$ cat src/rtl/irq_ack_pkg.sv
package irq_ack_pkg;
  typedef enum logic [1:0] {
    SEL_ACK  = 2'd0,
    SEL_CPR  = 2'd1,
    SEL_EOI  = 2'd2,
    SEL_NONE = 2'd3
  } reg_sel_e;
endpackage

$ cat src/rtl/irq_req_gate.sv
module irq_req_gate #(
  parameter int VEC_W  = 9,
  parameter int PRIO_W = 4
) (
  input  logic              clk,
  input  logic              rst_n,
  input  logic              pend_valid,
  input  logic [VEC_W-1:0]  pend_vec,
  input  logic [PRIO_W-1:0] pend_prio,
  input  logic [PRIO_W-1:0] cur_prio,
  output logic              req_o,
  output logic [VEC_W-1:0]  vec_q,
  output logic [PRIO_W-1:0] prio_q
);
  logic              cap_en;
  logic [VEC_W-1:0]  vec_d;
  logic [PRIO_W-1:0] prio_d;

  always_comb begin
    req_o  = pend_valid && (pend_prio > cur_prio);
    cap_en = req_o;
    vec_d  = vec_q;
    prio_d = prio_q;
    if (cap_en) begin
      vec_d  = pend_vec;
      prio_d = pend_prio;
    end
  end

  always_ff @(posedge clk or negedge rst_n) begin
    if (!rst_n) begin
      vec_q  <= '0;
      prio_q <= '0;
    end else begin
      vec_q  <= vec_d;
      prio_q <= prio_d;
    end
  end

  // Latched vector only moves on cycles with an active request
  assert_vec_hold_R6: assert property (@(posedge clk) disable iff (!rst_n)
    !req_o |=> $stable(vec_q));
  assert_vec_capture_R6: assert property (@(posedge clk) disable iff (!rst_n)
    req_o |=> vec_q == $past(pend_vec));
endmodule

$ cat src/rtl/prio_lifo.sv
module prio_lifo #(
  parameter int DEPTH = 14,
  parameter int W     = 4
) (
  input  logic         clk,
  input  logic         rst_n,
  input  logic         push,
  input  logic         pop,
  input  logic [W-1:0] din,
  output logic [W-1:0] top_o,
  output logic         full_o,
  output logic         empty_o,
  output logic         push_drop_o,
  output logic         pop_drop_o
);
  localparam int CW = $clog2(DEPTH + 1);
  localparam int AW = (DEPTH > 1) ? $clog2(DEPTH) : 1;

  logic [W-1:0]  mem [DEPTH];
  logic [CW-1:0] cnt_q, cnt_d;
  logic          do_push, do_pop;
  logic [AW-1:0] top_idx;

  always_comb begin
    full_o      = (cnt_q == CW'(DEPTH));
    empty_o     = (cnt_q == '0);
    do_push     = push && !full_o;
    do_pop      = pop && !push && !empty_o;
    push_drop_o = push && full_o;
    pop_drop_o  = pop && !push && empty_o;
    top_idx     = empty_o ? '0 : AW'(cnt_q - CW'(1));
    top_o       = empty_o ? '0 : mem[top_idx];
    cnt_d       = cnt_q;
    if (do_push)     cnt_d = cnt_q + CW'(1);
    else if (do_pop) cnt_d = cnt_q - CW'(1);
  end

  always_ff @(posedge clk or negedge rst_n) begin
    if (!rst_n) cnt_q <= '0;
    else        cnt_q <= cnt_d;
  end

  for (genvar i = 0; i < DEPTH; i++) begin : g_slot
    logic wen;
    assign wen = do_push && (cnt_q == CW'(i));
    always_ff @(posedge clk or negedge rst_n) begin
      if (!rst_n)   mem[i] <= '0;
      else if (wen) mem[i] <= din;
    end
  end

  assert_depth_bound_R9: assert property (@(posedge clk) disable iff (!rst_n)
    cnt_q <= CW'(DEPTH));
  assert_full_push_dropped_R9: assert property (@(posedge clk) disable iff (!rst_n)
    (push && full_o) |=> $stable(cnt_q));
  assert_empty_pop_dropped_R9: assert property (@(posedge clk) disable iff (!rst_n)
    (pop && !push && empty_o) |=> $stable(cnt_q));
  assert_push_grows_R3: assert property (@(posedge clk) disable iff (!rst_n)
    (push && !full_o) |=> cnt_q == $past(cnt_q) + CW'(1));
endmodule

$ cat src/rtl/ack_word_fmt.sv
module ack_word_fmt #(
  parameter int DATA_W = 32,
  parameter int VEC_W  = 9
) (
  input  logic [DATA_W-VEC_W-3:0] base_hi,
  input  logic [VEC_W-1:0]        vec,
  input  logic                    wide,
  output logic [DATA_W-1:0]       word_o
);
  localparam int BASE_W = DATA_W - VEC_W - 2;

  always_comb begin
    if (wide) word_o = {base_hi[BASE_W-1:1], vec, 3'b000};
    else      word_o = {base_hi, vec, 2'b00};
  end
endmodule

$ cat src/rtl/irq_ack_unit.sv
module irq_ack_unit #(
  parameter int DATA_W = 32,
  parameter int VEC_W  = 9,
  parameter int PRIO_W = 4,
  parameter int DEPTH  = 14
) (
  input  logic              clk,
  input  logic              rst_n,
  input  logic              hw_vec_mode,
  input  logic              wide_entry,
  input  logic              pend_valid,
  input  logic [VEC_W-1:0]  pend_vec,
  input  logic [PRIO_W-1:0] pend_prio,
  output logic              irq_o,
  input  logic              rd_en,
  input  logic              wr_en,
  input  logic [1:0]        reg_sel,
  input  logic [1:0]        rd_size,
  input  logic [DATA_W-1:0] wr_data,
  output logic [DATA_W-1:0] rd_data,
  output logic              stk_err_o
);
  import irq_ack_pkg::*;

  localparam int BASE_W  = DATA_W - VEC_W - 2;
  localparam int BASE_LO = VEC_W + 2;
  localparam logic [PRIO_W-1:0] PRIO_MAX = '1;

  logic [PRIO_W-1:0] cpr_q, cpr_d;
  logic [BASE_W-1:0] base_q, base_d;
  logic              err_q, err_d;
  logic [VEC_W-1:0]  vec_q;
  logic [PRIO_W-1:0] prio_q;
  logic [PRIO_W-1:0] stk_top;
  logic              stk_full, stk_empty, push_drop, pop_drop;
  logic              ack_rd, sw_ack, wr_cpr, wr_eoi, wr_base;
  logic [DATA_W-1:0] ack_word;
  logic [1:0]        size_unused;

  assign size_unused = rd_size;

  irq_req_gate #(.VEC_W(VEC_W), .PRIO_W(PRIO_W)) u_gate (
    .clk(clk), .rst_n(rst_n), .pend_valid(pend_valid), .pend_vec(pend_vec),
    .pend_prio(pend_prio), .cur_prio(cpr_q), .req_o(irq_o),
    .vec_q(vec_q), .prio_q(prio_q)
  );

  prio_lifo #(.DEPTH(DEPTH), .W(PRIO_W)) u_lifo (
    .clk(clk), .rst_n(rst_n), .push(sw_ack), .pop(wr_eoi), .din(cpr_q),
    .top_o(stk_top), .full_o(stk_full), .empty_o(stk_empty),
    .push_drop_o(push_drop), .pop_drop_o(pop_drop)
  );

  ack_word_fmt #(.DATA_W(DATA_W), .VEC_W(VEC_W)) u_fmt (
    .base_hi(base_q), .vec(vec_q), .wide(wide_entry), .word_o(ack_word)
  );

  always_comb begin
    ack_rd  = rd_en && !wr_en && (reg_sel == SEL_ACK);
    sw_ack  = ack_rd && !hw_vec_mode;
    wr_cpr  = wr_en && (reg_sel == SEL_CPR);
    wr_eoi  = wr_en && (reg_sel == SEL_EOI);
    wr_base = wr_en && (reg_sel == SEL_ACK);

    cpr_d = cpr_q;
    if (wr_cpr)                   cpr_d = wr_data[PRIO_W-1:0];
    else if (wr_eoi && !stk_empty) cpr_d = stk_top;
    else if (sw_ack)              cpr_d = prio_q;

    base_d = wr_base ? wr_data[DATA_W-1:BASE_LO] : base_q;
    err_d  = err_q || push_drop || pop_drop;

    unique case (reg_sel)
      SEL_ACK: rd_data = ack_word;
      SEL_CPR: rd_data = DATA_W'(cpr_q);
      default: rd_data = '0;
    endcase
    if (!rd_en) rd_data = '0;
  end

  always_ff @(posedge clk or negedge rst_n) begin
    if (!rst_n) begin
      cpr_q  <= PRIO_MAX;
      base_q <= '0;
      err_q  <= 1'b0;
    end else begin
      cpr_q  <= cpr_d;
      base_q <= base_d;
      err_q  <= err_d;
    end
  end

  assign stk_err_o = err_q;

  assert_ack_loads_prio_R3: assert property (@(posedge clk) disable iff (!rst_n)
    sw_ack |=> cpr_q == $past(prio_q));
  assert_hw_ack_inert_R5: assert property (@(posedge clk) disable iff (!rst_n)
    (ack_rd && hw_vec_mode) |=> $stable(cpr_q));
  assert_err_sticky_R9: assert property (@(posedge clk) disable iff (!rst_n)
    err_q |=> err_q);
  assert_eoi_empty_keeps_R9: assert property (@(posedge clk) disable iff (!rst_n)
    (wr_eoi && stk_empty) |=> $stable(cpr_q));
endmodule

$ cat config.mk
export PLATFORM = sky130hd
export DESIGN_NAME = irq_ack_unit
export DESIGN_NICKNAME = d
export VERILOG_FILES = /design/src/rtl/irq_ack_pkg.sv /design/src/rtl/irq_req_gate.sv /design/src/rtl/prio_lifo.sv /design/src/rtl/ack_word_fmt.sv /design/src/rtl/irq_ack_unit.sv
export SDC_FILE = /design/constraint.sdc
export NUM_CORES = 1
export LEC_CHECK = 0
export ABC_CLOCK_PERIOD_IN_PS = 3300
export BUFFER_PORTS_ARGS = -buffer_cell sky130_fd_sc_hd__buf_4
export CORE_MARGIN = 8
export CORE_UTILIZATION = 35
export CTS_CLUSTER_DIAMETER = 40
export DETAILED_ROUTE_END_ITERATION = 8
export SLEW_MARGIN = 20
export SYNTH_ARGS = -nofsm -noshare
export SYNTH_HDL_FRONTEND = slang
export SYNTH_HIERARCHICAL = 1
export SYNTH_SLANG_ARGS = --single-unit
$ cat constraint.sdc
create_clock -name clk -period 3.3 [get_ports clk]
set_input_delay 0.33 -clock clk [delete_from_list [all_inputs] [get_ports clk]]
set_output_delay 0.33 -clock clk [all_outputs]
set_load 0.05 [all_outputs]
# --- Word level (Yosys, flattened, before mapping) ---
# Index checks and enable logic that the tools add are counted.
word_totals:
  regBits: 99
  out_inout_bits: 34
  inputBits: 56
classes:
  n_reduce_logical: 38
  n_mux: 13
  add_sub_neg: 2
  bitwise_logic: 1
  eq_ne: 16
  magnitude_cmp: 2
ops:
  columns: ["cell", "count"]
  rows:
  - ["$pmux W32 S2", 1]
  - ["$mux W4", 9]
  - ["$mux W32", 1]
  - ["$eq A4 B4 Y1 const B", 7]
  - ["$logic_and A1 B1 Y1", 27]
  - ["$bmux W4 S4", 1]
  - ["$eq A4 B3 Y1 const B", 4]
  - ["$mux W12", 1]
  - ["$eq A4 B2 Y1 const B", 2]
  - ["$ge A5 B5 Y1 const B", 1]
  - ["$logic_not A1 Y1", 5]
  - ["$not A4 Y5", 1]
  - ["$add A4 B1 Y4 const B", 1]
  - ["$eq A4 B1 Y1 const B", 1]
  - ["$gt A4 B4 Y1", 1]
  - ["$logic_not A4 Y1", 1]
  - ["$sub A4 B1 Y4 const B", 1]
  - ["$reduce_bool A3 Y1", 1]
  - ["$eq A2 B1 Y1 const B", 1]
  - ["$eq A2 B2 Y1 const B", 1]
  - ["$logic_not A2 Y1", 1]
  - ["$logic_or A1 B1 Y1", 2]
  - ["$reduce_bool A2 Y1", 1]

# --- Logic depth before layout (Yosys ltp) ---
logic_depth:
  ltp_word: 9
  ltp_mapped: 14

# --- Modules after synthesis ---
# Netlist, hierarchy kept.
modules_own_cells:
  columns: ["mod", "n_inst", "seq_area_each_um2", "area_per_inst_um2", "cells_each"]
  rows:
  - ["prio_lifo", 1, 1501.4, 3305.7, 296]
  - ["irq_ack_unit", 1, 655.6, 1433.9, 126]
  - ["irq_req_gate", 1, 325.3, 648.1, 41]
  - ["ack_word_fmt", 1, 0.0, 324.1, 34]

# --- Worst setup path after synthesis ---
# No wires, ideal clock.
synth_timing:
  path_kind: "register to register"
  startpoint: "register u_lifo.cnt_q[0]"
  endpoint: "register cpr_q[2]"
  required_time_ps: 3205
  t_arrival_ps: 2861
  slack_ps: 344
  stages_incl_launch_ff: 14
  path_cell_list: "dfrtp_1 buf_4 inv_1 buf_1 ha_1 or3b_1 buf_6 clkinv_4 nor2_4 mux2_4 a2111oi_4 nor4_1 mux2i_1 o2111ai_1"
synth_between:
  elab_chain_len: 9
  elab_cells_between_ends: 13
synth_rtl:
  columns: ["element", "line", "rtl"]
  rows:
  - ["from (decl)", "prio_lifo.sv:20", "logic [CW-1:0] cnt_q, cnt_d;"]
  - ["from (signal assigned)", "prio_lifo.sv:40", "else cnt_q <= cnt_d;"]
  - ["$sub A4 B1 Y4 or $logic_not A4 Y1 (tied branches)", "prio_lifo.sv:31, prio_lifo.sv:26", null]
  - ["$mux W4", "prio_lifo.sv:31", "top_idx = empty_o ? '0 : AW'(cnt_q - CW'(1));"]
  - ["$not A4 Y5 (not written as such)", "prio_lifo.sv:32", "top_o = empty_o ? '0 : mem[top_idx];"]
  - ["$bmux W4 S4", "prio_lifo.sv:32", null]
  - ["$mux W4 (not written as such) (2 in a row)", "prio_lifo.sv:32", null]
  - ["$mux W4 *", "prio_lifo.sv:32", null]
  - ["net stk_top[2]", "irq_ack_unit.sv:34", "logic [PRIO_W-1:0] stk_top;"]
  - ["$mux W4 *", "irq_ack_unit.sv:67", "else if (wr_eoi && !stk_empty) cpr_d = stk_top;"]
  - ["$mux W4 *", "irq_ack_unit.sv:66", "if (wr_cpr) cpr_d = wr_data[PRIO_W-1:0];"]
  - ["to (signal assigned)", "irq_ack_unit.sv:87", "cpr_q <= cpr_d;"]
  - ["to (decl)", "irq_ack_unit.sv:29", "logic [PRIO_W-1:0] cpr_q, cpr_d;"]
# The timed path passes the listed nets; every way through them passes the cells marked *. The select of a mux whose other input is x is not followed.
# A chain may end at the register's enable or synchronous reset.

# --- Final worst setup path ---
layout_timing:
  startpoint: "register u_lifo.cnt_q[1]"
  endpoint: "register cpr_q[0]"
layout_between:
  elab_chain_len: 9
  elab_cells_between_ends: 13
layout_rtl:
  columns: ["element", "line", "rtl"]
  rows:
  - ["$logic_not A4 Y1 *", "prio_lifo.sv:26", "empty_o = (cnt_q == '0);"]
  - ["net stk_empty", "irq_ack_unit.sv:35", "logic stk_full, stk_empty, push_drop, pop_drop;"]
  - ["$mux W4", "prio_lifo.sv:31", null]
  - ["$not A4 Y5 (not written as such)", "prio_lifo.sv:32", null]
  - ["$bmux W4 S4", "prio_lifo.sv:32", null]
  - ["$mux W4 (not written as such) (2 in a row)", "prio_lifo.sv:32", null]
  - ["$mux W4 *", "prio_lifo.sv:32", null]
  - ["net stk_top[0]", "irq_ack_unit.sv:34", null]
  - ["$mux W4 *", "irq_ack_unit.sv:67", null]
  - ["$mux W4 *", "irq_ack_unit.sv:66", null]
# Marked as above.

==> results.py <==
metrics = {
    "outcome": {
        "status": "finished clean",
    },
    "worst_setup_path": {
        "startpoint_type": "register",
        "required_ns": 3.56,
        "r2r-start": "u_lifo/cnt_q[1]$_DFFE_PN0P_",
        "r2r_slack_ns": 0.44,
        "reg2reg_depth": 10,
        "criticalPathCategory": "register to register",
        "r2r-end": "cpr_q[0]$_DFFE_PN1P_",
        "end_kind": "register",
        "cp_max_fo": 21,
        "arrival_ns": 3.12,
    },
    "sta": {
        "setup_ws_ns": 0.440,
        "setup_tns_ns": 0,
        "finalSetupViolations": 0,
        "fin_worst_skew_ns": 0.00771,
        "period_needed_ns": 2.86,
        "whs_ns": 0.00932,
        "timing.fmax_mhz": 350,
        "finalHoldViolations": 0,
        "worstMarginPinSlew_ns": 0.842,
        "finalCritPeriodShare_pct": 86.7,
        "rsz0062_at_grt": "false",
        "max_slew_margin_pct": 43.8,
        "maxSlewViolCount": 0,
    },
    "placed_design": {
        "dp_hpwl_um": 9990,
        "port_buffers": 80,
        "placed_cells": 762,
        "post-place-ws_ns": 0.447,
        "gp_congestion": 0.865,
    },
    "final_layout": {
        "finalNonFillerCells": 778,
        "layout-drive-gt1-share_pct": 41.3,
        "nNetsFinal": 622,
        "area_growth_pct": 17.2,
        "fin_util_pct": 42.0,
        "diodes": 0,
        "fillers": 1536,
    },
    "clock_network": {
        "cts_resized": 0,
        "cts-root-buf": "clkbuf_16",
        "hold_buffers": 0,
        "clk_path_buf_depth": 2,
        "post_cts.repair.setup_buffers": 0,
        "cts-buffers-inserted": 9,
        "cts_tree": "built",
        "clk_pin_slew_worst_paths_ns": 0.07,
        "clk_latency_ns": 0.35,
        "numClockSinks": 99,
        "h-tree-depth": 3,
    },
    "synthesis": {
        "syn_area_per_cell_um2": 11.5,
        "synth_ff_type": "dfrtp_1",
        "syn_inst": 497,
        "synth_area_mm2": 0.00571,
        "synth_edf_count": 0,
        "ys_seq_area_share_pct": 43.5,
        "async_flop_share_pct": 100,
        "synth_cell_types": 70,
        "yosys_warnings": 6,
        "synth-seq-cells": 99,
    },
    "power_and_ir_drop": {
        "p_per_area_mw_per_mm2": 753,
        "vdd_drop_max_v": 0.000283,
        "p_leak_uw": 0.00309,
    },
    "floorplanning": {
        "die_x_um": 144,
        "start_util_pct": 35.8,
        "core-area_mm2": 0.0159,
        "rows": 46,
        "io_pins": 90,
        "die_h_um": 144,
        "design.die.area_mm2": 0.0207,
    },
    "routing": {
        "ant_nets": 0,
        "vias": 4015,
        "drc": 0,
        "vias_per_cell": 5.16,
        "wl_per_cell_um": 17.6,
        "dr.pass1.iters": 5,
        "drt_iter0_markers": 234,
        "wl_um": 13700,
    },
    "grt": {
        "gr-total-overflow": 0,
        "grt_max_degree": 56,
        "grt_pass1_vias": 4053,
        "grtUsageTotal_pct": 13.6,
        "antenna_found_initial": 0,
        "grt_pass1_wl_um": 22000,
    },
    "min_path": {
        "hold_class": "primary input to async pin",
    },
    "run": {
        "cap_violations": 0,
    },
}
per-stage QoR:
| step | instance area (um^2) | total power [uW] |
|---|---|---|
| finish | 6690 | 5040 |
| global route | 6690 | 5340 |
| CTS | 6690 | 5070 |
| detailed placement | 6410 | 4030 |
| global placement | 6410 | 3980 |
| floorplan | 5720 | 3440 |
cell usage after synthesis (3+ instances only):
| library cell | number | area share, % |
|---|---|---|
| nor4_1 | 3 | 0.33 |
| buf_4 | 25 | 3.3 |
| inv_1 | 13 | 0.85 |
| nor2b_1 | 6 | 0.66 |
| a211oi_1 | 9 | 1.2 |
| buf_2 | 5 | 0.44 |
| clkbuf_1 | 14 | 0.92 |
| nand4b_1 | 5 | 0.77 |
| a32oi_1 | 5 | 0.77 |
| mux2_2 | 81 | 16 |
| xnor2_1 | 4 | 0.61 |
| nand3_1 | 21 | 1.8 |
| mux2i_1 | 14 | 2.5 |
| nor2_1 | 13 | 0.85 |
| nand2b_1 | 8 | 0.88 |
| o311ai_0 | 3 | 0.46 |
| mux2_4 | 19 | 5.0 |
| o2111ai_1 | 4 | 0.61 |
| o21ai_0 | 14 | 1.2 |
| nand2_1 | 22 | 1.4 |
| a21oi_1 | 13 | 1.1 |
| o31ai_1 | 4 | 0.53 |
| ha_1 | 9 | 2.0 |
| dfrtp_1 | 95 | 42 |
| dfstp_2 | 4 | 1.8 |
| and2_1 | 31 | 3.4 |
layout make-up:
type,count,area (um^2),area share [%]
Sequential cell,99,2480,37.1
Tap cell,216,270,4.04
Multi-Input combinational cell,335,2860,42.8
Timing Repair Buffer,98,736,11.0
Inverter,14,57.6,0.860
Clock buffer,10,239,3.57
Clock inverter,6,46.3,0.692
registers in the layout, indices dropped and copies added, names as in the netlist:
| name | cells |
|---|---|
| u_lifo/mem | 56 |
| base_q | 21 |
| u_gate/vec_q | 9 |
| cpr_q | 4 |
| u_gate/prio_q | 4 |
| u_lifo/cnt_q | 4 |
| stk_err_o | 1 |
critical path: stages (launching register included):
cell,delay [ns]
dfrtp_1,0.47
inv_1,0.16
ha_1,0.31
or3b_1,0.44
clkinv_4,0.18
a2111oi_0,0.09
a211oi_1,0.30
a311oi_1,0.09
nor4_1,0.38
mux2i_1,0.14
o2111ai_1,0.20
layout by cell type, fill, tap and decap left out, drive strengths merged, types with 4 or more instances in the layout:
cell type / instances
nor2: 15
nor2b: 7
a211oi: 9
nand2: 22
nand2b: 8
dfrtp: 95
xnor2: 4
a21oi: 14
o31ai: 4
nand3: 21
mux2: 101
ha: 9
o21ai: 15
buf: 98
inv: 16
mux2i: 14
o2111ai: 4
clkbuf: 10
a32oi: 5
dfstp: 4
and2: 31
nand4b: 5
worst max-delay path by stage:
stage	from	to	slack (ns)	depth (start not counted)
3_3_place_gp	u_lifo/cnt_q[1]$_DFFE_PN0P_	cpr_q[0]$_DFFE_PN1P_	0.48	10
3_5_place_dp	u_lifo/cnt_q[1]$_DFFE_PN0P_	cpr_q[0]$_DFFE_PN1P_	0.45	10
6_report	u_lifo/cnt_q[1]$_DFFE_PN0P_	cpr_q[0]$_DFFE_PN1P_	0.44	10
2_1_floorplan	u_lifo/cnt_q[0]$_DFFE_PN0P_	cpr_q[2]$_DFFE_PN1P_	0.34	13
4_1_cts	u_lifo/cnt_q[1]$_DFFE_PN0P_	cpr_q[0]$_DFFE_PN1P_	0.42	10
5_1_grt	u_lifo/cnt_q[1]$_DFFE_PN0P_	cpr_q[0]$_DFFE_PN1P_	0.23	10
where the power goes:
| part | internal [uW] | leakage (uW) | switching [uW] |
|---|---|---|---|
| registers | 1540 | 0.00126 | 263 |
| clock network | 539 | 0.000136 | 474 |
| logic | 986 | 0.00170 | 1230 |
| total | 3070 | 0.00309 | 1970 |
logic make-up after synthesis:
group	count (synthesis)	share of synthesized area, %
AOI/OAI and AO/OA	72	9.29
DFF	99	43.5
xor gates and xnor gates	5	0.767
and+or+nand+nor	130	13.4
buffers and inverters	64	6.62
muxes	117	24.4
adders and majority gates	9	1.97
other	1	0.0657
layer usage:
layer	GRT usage (%)	vias up	wire length, um
met4	4.26	0	172
met5	0	-	0
li1	-	1895	-
met3	2.32	13	554
met1	16.8	2029	5890
met2	23.8	78	7080
No activity file was read; power rests on OpenSTA's default activity.
